<file path="src/rtl/spad_pkg.sv">
package spad_pkg;

   typedef enum logic [1:0] {
      DG_224 = 2'd0,
      DG_256 = 2'd1,
      DG_384 = 2'd2,
      DG_512 = 2'd3
   } digest_e;

   localparam int unsigned SPONGE_BITS   = 1600;
   localparam int unsigned RATE_MAX_BITS = 1152;

   function automatic int unsigned rate_bits(input digest_e d);
      case (d)
         DG_224:  return 1152;
         DG_256:  return 1088;
         DG_384:  return 832;
         default: return 576;
      endcase
   endfunction

endpackage

</file>
<file path="src/rtl/spad_rate_sel.sv">
module spad_rate_sel
   import spad_pkg::*;
#(
   parameter int CW = 8
) (
   input  logic [1:0]    sel_i,
   output logic [CW-1:0] rate_bytes_o
);

   generate
      if ((RATE_MAX_BITS / 8) >= (1 << CW)) begin : g_chk_cw
         $error("spad_rate_sel: counter width too small for largest rate");
      end
      if ((rate_bits(DG_256) % 8) != 0 || (rate_bits(DG_384) % 8) != 0) begin : g_chk_byte
         $error("spad_rate_sel: rates must be whole bytes");
      end
   endgenerate

   always_comb begin
      rate_bytes_o = CW'(rate_bits(digest_e'(sel_i)) / 8);
   end

endmodule

</file>
<file path="src/rtl/spad_collect.sv">
module spad_collect #(
   parameter int BEAT_BITS = 128,
   parameter int BUF_BYTES = 144,
   parameter int CW        = 8,
   parameter int NW        = 5
) (
   input  logic                  clk,
   input  logic                  rst_n,
   input  logic                  in_valid,
   output logic                  in_ready,
   input  logic [BEAT_BITS-1:0]  in_data,
   input  logic                  in_last,
   input  logic [NW-1:0]         in_bytes,
   input  logic [CW-1:0]         rate_now,
   input  logic                  take_i,
   output logic                  hold_o,
   output logic                  err_o,
   output logic [CW-1:0]         len_o,
   output logic [CW-1:0]         rate_o,
   output logic [BUF_BYTES*8-1:0] buf_o
);

   localparam int BEAT_BYTES = BEAT_BITS / 8;
   localparam int SEGS       = (BUF_BYTES + BEAT_BYTES - 1) / BEAT_BYTES;
   localparam int SEG_SH     = $clog2(BEAT_BYTES);

   generate
      if ((1 << SEG_SH) != BEAT_BYTES) begin : g_chk_pow2
         $error("spad_collect: beat byte count must be a power of two");
      end
      if ((BUF_BYTES + BEAT_BYTES) >= (1 << CW)) begin : g_chk_cw
         $error("spad_collect: count width too small");
      end
   endgenerate

   logic [CW-1:0] cnt_q, rate_q, rate_use, n_eff, sum;
   logic          ovf_q, mid_q, hold_q, err_q, over, acc;
   logic [CW-1:0] seg_idx;
   logic [BEAT_BITS-1:0] seg_q [SEGS];

   assign acc      = in_valid && in_ready;
   assign in_ready = !hold_q;
   assign rate_use = mid_q ? rate_q : rate_now;
   assign seg_idx  = cnt_q >> SEG_SH;

   always_comb begin
      if (!in_last || CW'(in_bytes) > CW'(BEAT_BYTES)) n_eff = CW'(BEAT_BYTES);
      else                                              n_eff = CW'(in_bytes);
      sum  = cnt_q + n_eff;
      over = ovf_q || (sum >= rate_use);
   end

   always_ff @(posedge clk) begin
      if (!rst_n) begin
         cnt_q  <= '0;
         rate_q <= '0;
         ovf_q  <= 1'b0;
         mid_q  <= 1'b0;
         hold_q <= 1'b0;
         err_q  <= 1'b0;
      end else begin
         err_q <= 1'b0;
         if (acc) begin
            rate_q <= rate_use;
            if (in_last) begin
               mid_q <= 1'b0;
               ovf_q <= 1'b0;
               if (over) begin
                  err_q <= 1'b1;
                  cnt_q <= '0;
               end else begin
                  cnt_q  <= sum;
                  hold_q <= 1'b1;
               end
            end else begin
               mid_q <= 1'b1;
               ovf_q <= over;
               if (!over) cnt_q <= sum;
            end
         end else if (hold_q && take_i) begin
            hold_q <= 1'b0;
            cnt_q  <= '0;
         end
      end
   end

   for (genvar s = 0; s < SEGS; s++) begin : g_seg
      always_ff @(posedge clk) begin
         if (acc && seg_idx == CW'(s)) seg_q[s] <= in_data;
      end
      for (genvar k = 0; k < BEAT_BYTES; k++) begin : g_byte
         if (s * BEAT_BYTES + k < BUF_BYTES) begin : g_map
            assign buf_o[(s*BEAT_BYTES+k)*8 +: 8] = seg_q[s][BEAT_BITS-1-8*k -: 8];
         end
      end
   end

   assign hold_o = hold_q;
   assign err_o  = err_q;
   assign len_o  = cnt_q;
   assign rate_o = rate_q;

   AST_LEN_FITS:    assert property (@(posedge clk) disable iff (!rst_n)
                       hold_q |-> (cnt_q < rate_q));
   AST_ERR_PULSE:   assert property (@(posedge clk) disable iff (!rst_n)
                       err_q |=> !err_q);
   AST_ERR_NO_BLOCK: assert property (@(posedge clk) disable iff (!rst_n)
                       err_q |-> !hold_q);
   AST_SEL_LOCKED:  assert property (@(posedge clk) disable iff (!rst_n)
                       (acc && mid_q) |=> $stable(rate_q));
   AST_BYTES_RANGE: assert property (@(posedge clk) disable iff (!rst_n)
                       (in_valid && in_last) |-> (CW'(in_bytes) <= CW'(BEAT_BYTES)));

endmodule

</file>
<file path="src/rtl/spad_pad_map.sv">
module spad_pad_map #(
   parameter int LANE_BITS = 64,
   parameter int LANES     = 25,
   parameter int BUF_BYTES = 144,
   parameter int CW        = 8
) (
   input  logic [BUF_BYTES*8-1:0]      buf_i,
   input  logic [CW-1:0]               len_i,
   input  logic [CW-1:0]               rate_i,
   output logic [LANES*LANE_BITS-1:0]  state_o
);

   localparam int LB          = LANE_BITS / 8;
   localparam int STATE_BYTES = LANES * LB;

   generate
      if (STATE_BYTES >= (1 << CW)) begin : g_chk_cw
         $error("spad_pad_map: byte index does not fit count width");
      end
   endgenerate

   logic [CW-1:0] last_pos;
   assign last_pos = rate_i - CW'(1);

   for (genvar p = 0; p < STATE_BYTES; p++) begin : g_byte
      logic [7:0] data_b, pad_b;
      if (p < BUF_BYTES) begin : g_msg
         assign data_b = (CW'(p) < len_i) ? buf_i[p*8 +: 8] : 8'h00;
      end else begin : g_cap
         assign data_b = 8'h00;
      end
      assign pad_b = ((CW'(p) == len_i)    ? 8'h01 : 8'h00)
                   | ((CW'(p) == last_pos) ? 8'h80 : 8'h00);
      assign state_o[(LANES-1-p/LB)*LANE_BITS + (p%LB)*8 +: 8] = data_b | pad_b;
   end

endmodule

</file>
<file path="src/rtl/sponge_padder.sv">
module sponge_padder
   import spad_pkg::*;
#(
   parameter int LANE_BITS = 64,
   parameter int LANES     = 25,
   parameter int BEAT_BITS = 128
) (
   input  logic                               clk,
   input  logic                               rst_n,
   input  logic                               in_valid,
   output logic                               in_ready,
   input  logic [BEAT_BITS-1:0]               in_data,
   input  logic                               in_last,
   input  logic [$clog2(BEAT_BITS/8+1)-1:0]   in_bytes,
   input  logic [1:0]                         dsel,
   output logic                               out_valid,
   input  logic                               out_ready,
   output logic [LANES*LANE_BITS-1:0]         out_state,
   output logic                               err
);

   localparam int BUF_BYTES = RATE_MAX_BITS / 8;
   localparam int NW        = $clog2(BEAT_BITS/8 + 1);
   localparam int CW        = $clog2(LANES*LANE_BITS/8 + 1);

   generate
      if (LANE_BITS % 8 != 0 || BEAT_BITS % 8 != 0) begin : g_chk_bytes
         $error("sponge_padder: lane and beat widths must be whole bytes");
      end
      if (LANES * LANE_BITS != SPONGE_BITS) begin : g_chk_state
         $error("sponge_padder: state must be 1600 bits for the rate table");
      end
   endgenerate

   logic [CW-1:0]          rate_now, len, rate;
   logic [BUF_BYTES*8-1:0] buf_flat;

   spad_rate_sel #(.CW(CW)) u_rate (
      .sel_i        (dsel),
      .rate_bytes_o (rate_now)
   );

   spad_collect #(
      .BEAT_BITS (BEAT_BITS),
      .BUF_BYTES (BUF_BYTES),
      .CW        (CW),
      .NW        (NW)
   ) u_coll (
      .clk      (clk),
      .rst_n    (rst_n),
      .in_valid (in_valid),
      .in_ready (in_ready),
      .in_data  (in_data),
      .in_last  (in_last),
      .in_bytes (in_bytes),
      .rate_now (rate_now),
      .take_i   (out_ready),
      .hold_o   (out_valid),
      .err_o    (err),
      .len_o    (len),
      .rate_o   (rate),
      .buf_o    (buf_flat)
   );

   spad_pad_map #(
      .LANE_BITS (LANE_BITS),
      .LANES     (LANES),
      .BUF_BYTES (BUF_BYTES),
      .CW        (CW)
   ) u_map (
      .buf_i   (buf_flat),
      .len_i   (len),
      .rate_i  (rate),
      .state_o (out_state)
   );

   AST_HOLD_STABLE: assert property (@(posedge clk) disable iff (!rst_n)
                       (out_valid && !out_ready) |=> (out_valid && $stable(out_state)));
   AST_NO_TAKE_WHILE_FULL: assert property (@(posedge clk) disable iff (!rst_n)
                       $rose(out_valid) |-> $past(in_valid && in_last));

endmodule

</file>
<file path="config.mk">
export PLATFORM = sky130hd
export DESIGN_NAME = sponge_padder
export DESIGN_NICKNAME = d
export VERILOG_FILES = /design/src/rtl/spad_pkg.sv /design/src/rtl/spad_rate_sel.sv /design/src/rtl/spad_collect.sv /design/src/rtl/spad_pad_map.sv /design/src/rtl/sponge_padder.sv
export SDC_FILE = /design/constraint.sdc
export NUM_CORES = 2
export LEC_CHECK = 0
export BUFFER_PORTS_ARGS = -buffer_cell sky130_fd_sc_hd__buf_2
export CAP_MARGIN = 10
export CORE_AREA = 2 2 674 676
export DETAILED_ROUTE_END_ITERATION = 6
export DIE_AREA = 0 0 676 678
export PLACE_DENSITY = 0.3
export SLEW_MARGIN = 20
export SYNTH_ARGS = -nofsm -noshare
export SYNTH_HDL_FRONTEND = slang
export SYNTH_SLANG_ARGS = --single-unit
</file>
<file path="constraint.sdc">
create_clock -name clk -period 14.35 [get_ports clk]
set_input_delay 2.1525 -clock clk [delete_from_list [all_inputs] [get_ports clk]]
set_output_delay 2.1525 -clock clk [all_outputs]
set_load 0.02 [all_outputs]
</file>
==> flow_summary.toml <==
[outcome]
run_status = "complete, no violations"

[synth]
yosys_most_used_dff = "edfxtp_1"
async_flop_share_pct = 0
synth_cell_type_count = 59
yosys.area.top_type = "edfxtp_1"
syn_inst = 3532
synth.ff_latch_count = 1172
yosysSeqAreaShare_pct = 71.5
synth-edff-count = 1152
yosysWarnings = 0
synth_area_leaders = "edfxtp_1 71%, and2_1 9.9%, buf_4 5.2%"
synth_top_area_share_pct = 70.7
synth_area_um2 = 49000
synth.avg_cell_area_um2 = 13.9

[critical_path]
reg2reg_from = "u_coll.len_o[7]"
critPathCapture = "out_state[1319]"
r2r_slack_ns = 9.01
crit_fanout = 38
slowest_delay_ns = 0.80
crit_start = "u_coll.len_o[7]"
r2r_end = "u_coll.seg_q[0][31]"
slowest_stage = "or2_2"
cp_num_cells = 7
required_ns = 12.20
startpoint_type = "register"
worst_r2r_path_depth = 7
endpoint_kind = "output port"
crit_family = "compound AO/OA/AOI/OAI gates"
cp.arrival_ns = 4.90
criticalPathCategory = "reg2out"
crit_chain = "buf_4 -> or2_2 -> a21o_1 -> a21boi_2 -> nand2_1 -> o21ai_0 -> buf_2"
critPathBufInv = 2

[sta]
worst_slack_ns = 7.30
max_freq_mhz = 142
maxSlewHeadroom_pct = 21.6
setup_tns_ns = 0
rsz0062_at_grt = "false"
drv_slew = 0
setup_viol = 0
clock_skew_ns = 0.103
fin_crit_sh_pct = 49.1
worst_pin_slew_ns = 1.18
fin_crit_ns = 7.05
final-hold-violation-count = 0

[cts]
cts_made_buffers = 167
cts_hold_buf = 0
clockBufferDepth = 4
post_cts.repair.setup_buffers = 0
clk_pin_slew_ns = 0.06
clkLatencyLatePin_ns = 0.92
cts.sinks = 1172
cts.htree.levels = 4
cts_tree = "done"
root_buffer = "clkbuf_16"
cts_resized = 0

[placement]
placed_area_um2 = 63800
io_buffers = 1406
gp_congestion = 0.804
post-place-ws_ns = 7.97
dp_hpwl_mm = 284

[drt]
wl_per_cell_um = 33.2
viasPerCell = 3.25
wl_mm = 375
ant_nets = 0
first_pass_iters = 6
first_iter_violations = 2619
vias = 36786
post-route-drc-count = 0

[power]
p_per_area_nw_per_um2 = 129
power.total_w = 0.00895
p_leak_nw = 27.3
ir_drop_v = 0.0000852

[floorplan]
fp.dieW_um = 676
io_pins = 1743
dieArea_um2 = 458000
rows = 247
start_util_pct = 10.8
coreArea_um2 = 451000
fp.dieH_um = 678

[global_routing]
grt_max_degree = 108
grt_pass1_wl_mm = 456
first_global_vias = 35530
track_usage_pct = 15.7
antenna_found_initial = 119
grt-ovfl-total = 0

[cells_and_area]
area_delta_synth_final_pct = 41.3
drive_gt1_share_pct = 36.7
nFillCells = 50435
area.sequential_um2 = 35000
multi_input_area_um2 = 12900
design_area_um2 = 69200
final_nets = 5318

[hold_path]
hold_class = "reg2reg"

[job]
maxCapViolations = 0
[synthesized netlist by cell type, drive strengths merged (3+ instances only)]
master	number
nand3	21
and3	13
o22ai	20
edfxtp	1152
a21oi	93
buf	350
xnor2	5
nor2b	107
a21boi	8
inv	36
o21a	6
o2bb2ai	3
mux2i	3
nand3b	12
or3	5
and2	775
a31oi	5
ha	13
nand2	232
o21ai	183
clkbuf	81
nor3	27
nor2	183
a22o	100
nand2b	18
or2	7
o31ai	4
a211oi	4
dfxtp	20
a22oi	4
a21o	10
a32o	7
[metal layers]
layer / GRT usage [%] / vias up / share of wire, %
li1: - / 15254 / -
met3: 3.54 / 312 / 6.6
met1: 18.4 / 19338 / 39
met2: 28.8 / 1880 / 52
met4: 3.70 / 2 / 2.4
met5: 0 / - / 0.0037
[sequential cells by signal, summed over array words and instances, names as in the netlist]
| signal | cells |
|---|---|
| u_coll.ovf_q | 1 |
| u_coll.err_o | 1 |
| u_coll.hold_o | 1 |
| u_coll.seg_q | 1152 |
| u_coll.len_o | 8 |
| u_coll.rate_o | 8 |
| u_coll.mid_q | 1 |
[logic make-up (layout without fill, tap and decap cells)]
logic type	count (synthesis)	after routing	share of synthesized area, %
xor gates and xnor gates	7	7	0.125
muxes	3	3	0.0613
DFF	1172	1172	71.5
adders and majority gates	14	14	0.373
AOI/OAI and AO/OA	457	457	5.86
other	1	369	0.00766
and+or+nand+nor	1411	1411	15.9
buffers and inverters	467	1897	6.20
[cells in the final DEF, fill, tap and decap left out, drive strengths merged, types with 3 or more instances in the layout]
cell         n
o21ai      183
clkinvlp    11
a21o        10
diode       33
a31oi        5
a22o       100
clkinv      79
dfxtp       20
nor2       183
a32o         7
nand3b      12
edfxtp    1152
or3          5
nand2      232
o31ai        4
a211oi       4
nor3        27
or2          7
ha          13
xnor2        5
bufinv       8
conb       336
mux2i        3
nand2b      18
clkbuf     197
nor2b      107
a22oi        4
and2       775
o22ai       20
o2bb2ai      3
nand3       21
inv         43
buf       1559
and3        13
a21boi       8
a21oi       93
o21a         6
[tightest hold or removal path, stage by stage, from the launching register on]
cell     delay, ns
dfxtp_1       0.33
nand2_1       0.06
a21oi_1       0.06
[final cells by class]
type / count / share of cell area [%]
well taps: 5976 / 10.8
diodes: 33 / 0.119
clock buffers: 197 / 6.20
flip-flops and latches: 1172 / 50.6
inverters: 36 / 0.197
clock inverters: 105 / 1.45
multi-input cells: 2228 / 18.7
repair buffers: 1559 / 12.0
[power by group]
part,total [W],internal (W),switching (W)
combinational,0.000912,0.000162,0.000750
clock,0.00416,0.00231,0.00185
sequential,0.00388,0.00385,0.0000294
[metrics by stage]
stage / hold WS [ns] / std cells / util (%)
3_3_place_gp: 0.506 / 10964 / 14.1
6_report: 0.494 / 11306 / 15.3
5_1_grt: 0.542 / 11277 / 15.3
2_1_floorplan: 0.432 / 3867 / -
3_5_place_dp: 0.504 / 10970 / 14.1
4_1_cts: 0.511 / 11272 / 15.3
[worst min path at each step]
stage | startpoint | to | slack, ns | cells past startpoint
after floorplan | u_coll.ovf_q | u_coll.ovf_q | 0.43 | 2
after global placement | u_coll.ovf_q | u_coll.ovf_q | 0.51 | 2
after CTS | u_coll.ovf_q | u_coll.ovf_q | 0.51 | 2
after global routing | u_coll.ovf_q | u_coll.ovf_q | 0.54 | 2
after detailed placement | u_coll.ovf_q | u_coll.ovf_q | 0.50 | 2
final | u_coll.ovf_q | u_coll.ovf_q | 0.49 | 2
Power figures use the tool's default switching activity.
